==> config.mk <==
export PLATFORM = sky130hd
export DESIGN_NAME = trig_capture_seq
export DESIGN_NICKNAME = d
export VERILOG_FILES = /design/src/rtl/trig_capture_seq.sv
export SDC_FILE = /design/constraint.sdc
export NUM_CORES = 1
export LEC_CHECK = 0
export BUFFER_PORTS_ARGS = -buffer_cell sky130_fd_sc_hd__clkbuf_2
export CAP_MARGIN = 10
export CORE_ASPECT_RATIO = 0.5
export CORE_MARGIN = 3
export CORE_UTILIZATION = 40
export CTS_BUF_LIST = sky130_fd_sc_hd__clkbuf_8 sky130_fd_sc_hd__clkbuf_16
export CTS_CLUSTER_DIAMETER = 120
export CTS_CLUSTER_SIZE = 24
export DETAILED_ROUTE_END_ITERATION = 8
export PLACE_DENSITY = 0.69
export SYNTH_ARGS = -nofsm -noshare
export SYNTH_HDL_FRONTEND = slang
export SYNTH_SLANG_ARGS = --single-unit
==> constraint.sdc <==
create_clock -name clk -period 7.1 [get_ports clk]
set_input_delay 0.71 -clock clk [delete_from_list [all_inputs] [get_ports clk]]
set_output_delay 0.71 -clock clk [all_outputs]
set_load 0.05 [all_outputs]
==> src/rtl/trig_capture_seq.sv <==
module trig_capture_seq #(
  parameter int CNT_W  = 16,
  parameter int SHOT_W = 8
) (
  input  logic              clk,
  input  logic              rst_n,
  input  logic              start_cmd,
  input  logic              stop_cmd,
  input  logic              sample_vld,
  input  logic              trig_in,
  input  logic              multi_mode,
  input  logic [CNT_W-1:0]  pre_len,
  input  logic [CNT_W-1:0]  post_len,
  input  logic [SHOT_W-1:0] shot_total,
  output logic              wr_en,
  output logic              shot_done,
  output logic              trig_irq,
  output logic              end_irq,
  output logic              busy,
  output logic              trig_flash
);

  typedef enum logic [1:0] {S_IDLE, S_PRE, S_WAIT, S_POST} st_t;

  st_t               st;
  logic [CNT_W-1:0]  cnt;
  logic [SHOT_W-1:0] shot_idx;
  logic [CNT_W:0]    cnt_nx;
  logic [SHOT_W:0]   shot_nx;
  logic              pre_done, post_done, more_shots;

  assign cnt_nx     = {1'b0, cnt} + {{CNT_W{1'b0}}, sample_vld};
  assign shot_nx    = {1'b0, shot_idx} + {{SHOT_W{1'b0}}, 1'b1};
  assign pre_done   = cnt_nx >= {1'b0, pre_len};
  assign post_done  = cnt_nx >= {1'b0, post_len};
  assign more_shots = multi_mode && (shot_nx < {1'b0, shot_total});

  assign busy       = (st != S_IDLE);
  assign wr_en      = sample_vld & busy;
  assign trig_irq   = (st == S_WAIT) & trig_in & ~stop_cmd;
  assign trig_flash = trig_irq;
  assign shot_done  = (st == S_POST) & post_done & ~stop_cmd;
  assign end_irq    = shot_done & ~more_shots;

  always_ff @(posedge clk) begin
    if (!rst_n) begin
      st       <= S_IDLE;
      cnt      <= '0;
      shot_idx <= '0;
    end else if (stop_cmd) begin
      st <= S_IDLE;
    end else begin
      case (st)
        S_IDLE: if (start_cmd) begin
          st       <= S_PRE;
          cnt      <= '0;
          shot_idx <= '0;
        end
        S_PRE: begin
          cnt <= cnt_nx[CNT_W-1:0];
          if (pre_done) st <= S_WAIT;
        end
        S_WAIT: if (trig_in) begin
          st  <= S_POST;
          cnt <= '0;
        end
        default: begin
          if (post_done) begin
            cnt <= '0;
            if (more_shots) begin
              st       <= S_PRE;
              shot_idx <= shot_nx[SHOT_W-1:0];
            end else begin
              st <= S_IDLE;
            end
          end else begin
            cnt <= cnt_nx[CNT_W-1:0];
          end
        end
      endcase
    end
  end

endmodule


# --- Word level (Yosys, flattened, before mapping) ---
# Index checks and enable logic that the tools add are counted.
classes:
  n_addsub: 2
  bitwise_logic: 10
  n_reduce_logical: 11
  magnitude_cmp: 3
  muxes: 14
  n_eq_ne: 6
ops:
  columns: ["cell", "count"]
  rows:
  - ["2-to-1 mux 16 bit", 3]
  - ["case mux 16 bit (3 select lines)", 1]
  - ["greater-or-equal comparator 17 x 16 -> 1 bit", 2]
  - ["2-to-1 mux 8 bit", 3]
  - ["adder 16 x 1 -> 17 bit", 1]
  - ["case mux 8 bit (2 select lines)", 1]
  - ["adder 8 x 1 -> 9 bit, second input constant", 1]
  - ["< comparator 9 x 8 -> 1 bit", 1]
  - ["2-to-1 mux 2 bit", 4]
  - ["bitwise AND 1 bit", 6]
  - ["!= test 2 bit, second input constant", 3]
  - ["case mux 2 bit (3 select lines)", 1]
  - ["nonzero test 2 bit", 3]
  - ["AND reduction 5 bit", 1]
  - ["equality test 2 bit, second input constant", 2]
  - ["NOT 1 bit", 4]
  - ["AND reduction 4 bit", 1]
  - ["nonzero test 4 bit", 1]
  - ["OR reduction 2 bit", 2]
  - ["AND reduction 3 bit", 1]
  - ["equality test 2 x 1 -> 1 bit, second input constant", 1]
  - ["zero test 2 bit", 1]
  - ["logical AND 1 bit", 1]
  - ["2-to-1 mux 1 bit", 1]
word_totals:
  elab_cells: 49
  inputBits: 47
  register_bits: 26
  out_inout_bits: 6

# --- Depth between registers and ports, before layout ---
depth:
  depth_word: 6
  mapped_depth: 16
  ltp_nobuf: 15

# --- Worst setup path after synthesis ---
# No wires, ideal clock.
synth_path:
  path_type: "input port to output port"
  start: "input port sample_vld"
  end: "output port end_irq"
  t_required_ns: 6.390
  path_buffers: 0
  path_slack_ns: 2.106
  path_stages: 13
  arrival_time_ns: 4.284
  cell_sequence: "ha_1 > ha_1 > nand3_2 > nor3_4 > and3_1 > nand3_1 > xnor2_1 > ha_1 > nand4_1 > or2_2 > o2111ai_4 > and3b_1 > nor2b_1"
synth_via:
  elab_chain_len: 5
synth_lines:
  columns: ["element", "line_no", "source"]
  rows:
  - ["from (decl)", "9", "input logic sample_vld,"]
  - ["adder 16 x 1 -> 17 bit", "32", "assign cnt_nx = {1'b0, cnt} + {{CNT_W{1'b0}}, sample_vld};"]
  - ["greater-or-equal comparator 17 x 16 -> 1 bit", "35", "assign post_done = cnt_nx >= {1'b0, post_len};"]
  - ["bitwise AND 1 bit (2 in a row)", "42", "assign shot_done = (st == S_POST) & post_done & ~stop_cmd;"]
  - ["named net shot_done", "16", "output logic shot_done,"]
  - ["bitwise AND 1 bit", "43", "assign end_irq = shot_done & ~more_shots;"]
  - ["to (decl)", "18", "output logic end_irq,"]
# The timed path passes the listed nets, and every way through them passes these cells.

# --- Worst setup path in the final report ---
layout_path:
  start: "input port sample_vld"
  end: "output port end_irq"
layout_via:
  elab_chain_len: 5
layout_lines:
  columns: ["element", "line_no"]
  rows:
  - ["adder 16 x 1 -> 17 bit", "32"]
  - ["greater-or-equal comparator 17 x 16 -> 1 bit", "35"]
  - ["bitwise AND 1 bit (2 in a row)", "42"]
  - ["bitwise AND 1 bit", "43"]
# Every way passes these cells.

==> flow_metrics.py <==
metrics = {
    "synth": {
        "yosysWarnings": 0,
        "synth_ff_type": "dfxtp_1",
        "synth_area_per_cell_um2": 7.859,
        "synthesis.area_mm2": 0.002656,
        "ys_ff_latch": 26,
        "netlist_instances": 338,
        "ys_seq_area_frac": 0.1959,
        "synth_edf_count": 0,
        "postSynth.asyncResetShare": 0,
        "synth_cell_types": 52,
        "syn_nets": 432,
    },
    "clock_tree": {
        "post_cts_buffers": 0,
        "ctsHoldBuffers": 0,
        "numCtsBuffers": 3,
        "cts_root_buf": "clkbuf_16",
        "clk_pin_slew_worst_paths_ps": 60,
        "postCtsResizedCells": 0,
        "numClockSinks": 26,
        "clk_latency_ps": 260,
        "ctsLongestPathBuffers": 2,
        "h-tree-depth": 1,
        "tritoncts": "done",
    },
    "place": {
        "gp_congestion": 0.8523,
        "dp_hpwl_um": 4883,
        "placed_cell_area_mm2": 0.002984,
        "place_inst": 470,
        "portBuffers": 52,
    },
    "grt": {
        "grt_max_degree": 16,
        "antenna_found_initial": 0,
        "grt_pass1_vias": 2229,
        "overflow": 0,
        "grt_use_total": 0.1570,
        "grt_pass1_wl_um": 10070,
    },
    "worst_setup_path": {
        "end_kind": "output port",
        "crit_start": "sample_vld",
        "critPathMaxStageDelay_ps": 350,
        "r2r_start": "cnt[0]",
        "cp_top_family": "simple AND/OR/NAND/NOR gates",
        "cp.buffers_inverters": 2,
        "path_cells": "clkbuf_2, ha_1, ha_1, nand3_2, nor3_4, and3_1, nand3_1, xnor2_1, ha_1, nand4_1, or2_2, o2111ai_4, and3b_1, nor2b_1, clkbuf_2",
        "critical_path.max_fanout": 6,
        "crit_slowest_cell": "ha_1",
        "critPathKind": "in -> out",
        "start_kind": "input port",
        "path_common_cell": "ha_1",
        "required_ps": 6390,
        "critPathArrivalTime_ps": 4050,
    },
    "sta": {
        "worst_pin_slew_ps": 769.6,
        "fin_tns_setup_ps": 0,
        "slew_headroom": 0.4850,
        "setup_violations": 0,
        "drv_slew": 0,
        "period_minus_slack_ps": 4755,
        "period_share": 0.6697,
        "hold_slack_ps": 459.0,
        "finalHoldViolCount": 0,
        "finalClockSkew_ps": 3.501,
        "max_clock_freq_mhz": 210.3,
        "rsz0062_at_grt": "false",
    },
    "drt": {
        "drc_errors": 0,
        "firstDrtPassIters": 4,
        "first_iter_violations": 101,
        "vias": 2351,
        "ant_nets": 0,
        "wl_per_cell_um": 12.35,
        "detail_route.vias_per_cell": 4.960,
        "wirelength_um": 5853,
    },
    "hold_path": {
        "hp-class": "reg -> reg",
        "hp-start": "cnt[0]",
    },
    "finish": {
        "layout-drive-gt1-share": 0.1762,
        "antenna_cells": 0,
        "area_growth_pct": 16.30,
        "instances_no_fill": 474,
        "fin_area_mm2": 0.003089,
        "layout_common_cells": "clkbuf_2 (52), ha_1 (47), inv_1 (45), nand2_1 (36)",
        "nNetsFinal": 481,
        "layout_commonest_cell": "clkbuf_2",
    },
    "floorplanning": {
        "rows": 20,
        "core_area_mm2": 0.006256,
        "die_w_um": 121.2,
        "die-area_mm2": 0.007714,
        "dieHeight_um": 63.63,
        "ioPinCount": 53,
        "initial_core_util": 0.4246,
    },
    "run_status": {
        "status": "finished clean",
    },
    "flow_run": {
        "maxCapViolations": 0,
    },
    "power_and_ir_drop": {
        "power_density_mw_per_mm2": 122.5,
        "ir_worst_vdd_mv": 0.08385,
        "p_leak_nw": 1.587,
    },
}
registers in the layout, summed over array words and instances, names as in the netlist:
name      cells
cnt          16
st            2
shot_idx      8
routing by layer:
metal  up-vias  global-route usage  share of wire
met5         -                   0              0
met4         0             0.02514         0.0068
met3         4             0.02511          0.037
met2        33              0.2522           0.43
met1      1043              0.2251           0.53
li1       1271                   -              -
synth_stat cells (2+ instances only):
cell,instances,area [um2]
ha_1,47,588.1
inv_1,45,168.9
nand2_1,36,135.1
dfxtp_1,26,520.5
nand3_1,26,130.1
nor2_1,24,90.09
a21oi_1,15,75.07
xor2_1,12,105.1
xnor2_1,11,96.34
o21ai_0,8,40.04
a21o_1,7,52.55
nand4_1,7,43.79
nor3_1,6,30.03
a21boi_1,5,37.54
and3_1,5,31.28
clkbuf_1,5,18.77
nand2b_1,5,31.28
nor2b_1,4,25.02
a32o_1,3,30.03
or2_2,3,18.77
a211oi_1,2,15.01
a31oi_1,2,12.51
mux2i_1,2,20.02
nor4_1,2,12.51
o21ai_1,2,10.01
or3_1,2,12.51
final timing paths:
check	end	slack, ps	cells after the start
hold / removal	cnt[0]	460	2
setup reg to reg	cnt[12]	3350	15
setup / recovery	end_irq	2340	15
hold reg to reg	cnt[0]	460	2
metrics by stage:
stage	util	setup WS (ps)	power (W)
2_1_floorplan	-	2106	0.0001943
3_3_place_gp	0.4770	2413	0.0002168
3_5_place_dp	0.4770	2332	0.0002172
4_1_cts	0.4938	2327	0.0003835
5_1_grt	0.4938	2027	0.0003946
6_report	0.4938	2345	0.0003785
cell type report:
| class | count | area (um2) |
|---|---|---|
| well taps | 88 | 110.1 |
| inverters | 45 | 168.9 |
| clock inverters | 1 | 30.03 |
| clock buffers | 3 | 75.07 |
| fillers | 627 | 3167 |
| repair buffers | 52 | 260.3 |
| multi-input cells | 259 | 1924 |
| flip-flops and latches | 26 | 520.5 |
cells by family after synthesis:
logic type,count (synthesis),share of synthesized area
and+or+nand+nor,127,0.2369
muxes,3,0.01601
DFF,26,0.1959
buffers and inverters,53,0.07960
xor gates and xnor gates,23,0.07583
adders and majority gates,47,0.2214
AOI/OAI and AO/OA,59,0.1743
worst reg2reg max path, stage by stage (launching register included):
cell and delay, ps:
dfxtp_1 330, ha_1 170, ha_1 240, nand3_2 180, nor3_4 330, and3_1 230
nand3_1 100, xnor2_1 330, ha_1 330, nand4_1 130, nor4_1 60, a32oi_1 230
o2111ai_4 260, mux2i_4 400, nand3_1 150, a21boi_1 210
power by group:
group	leakage (nW)	switching (W)	total, W	internal (W)
combinational	1.33	0.0000389	0.0000656	0.0000267
clock	0.0511	0.0000531	0.000165	0.000112
sequential	0.209	0.00000107	0.000148	0.000147
(Power assumes the default switching activity.)
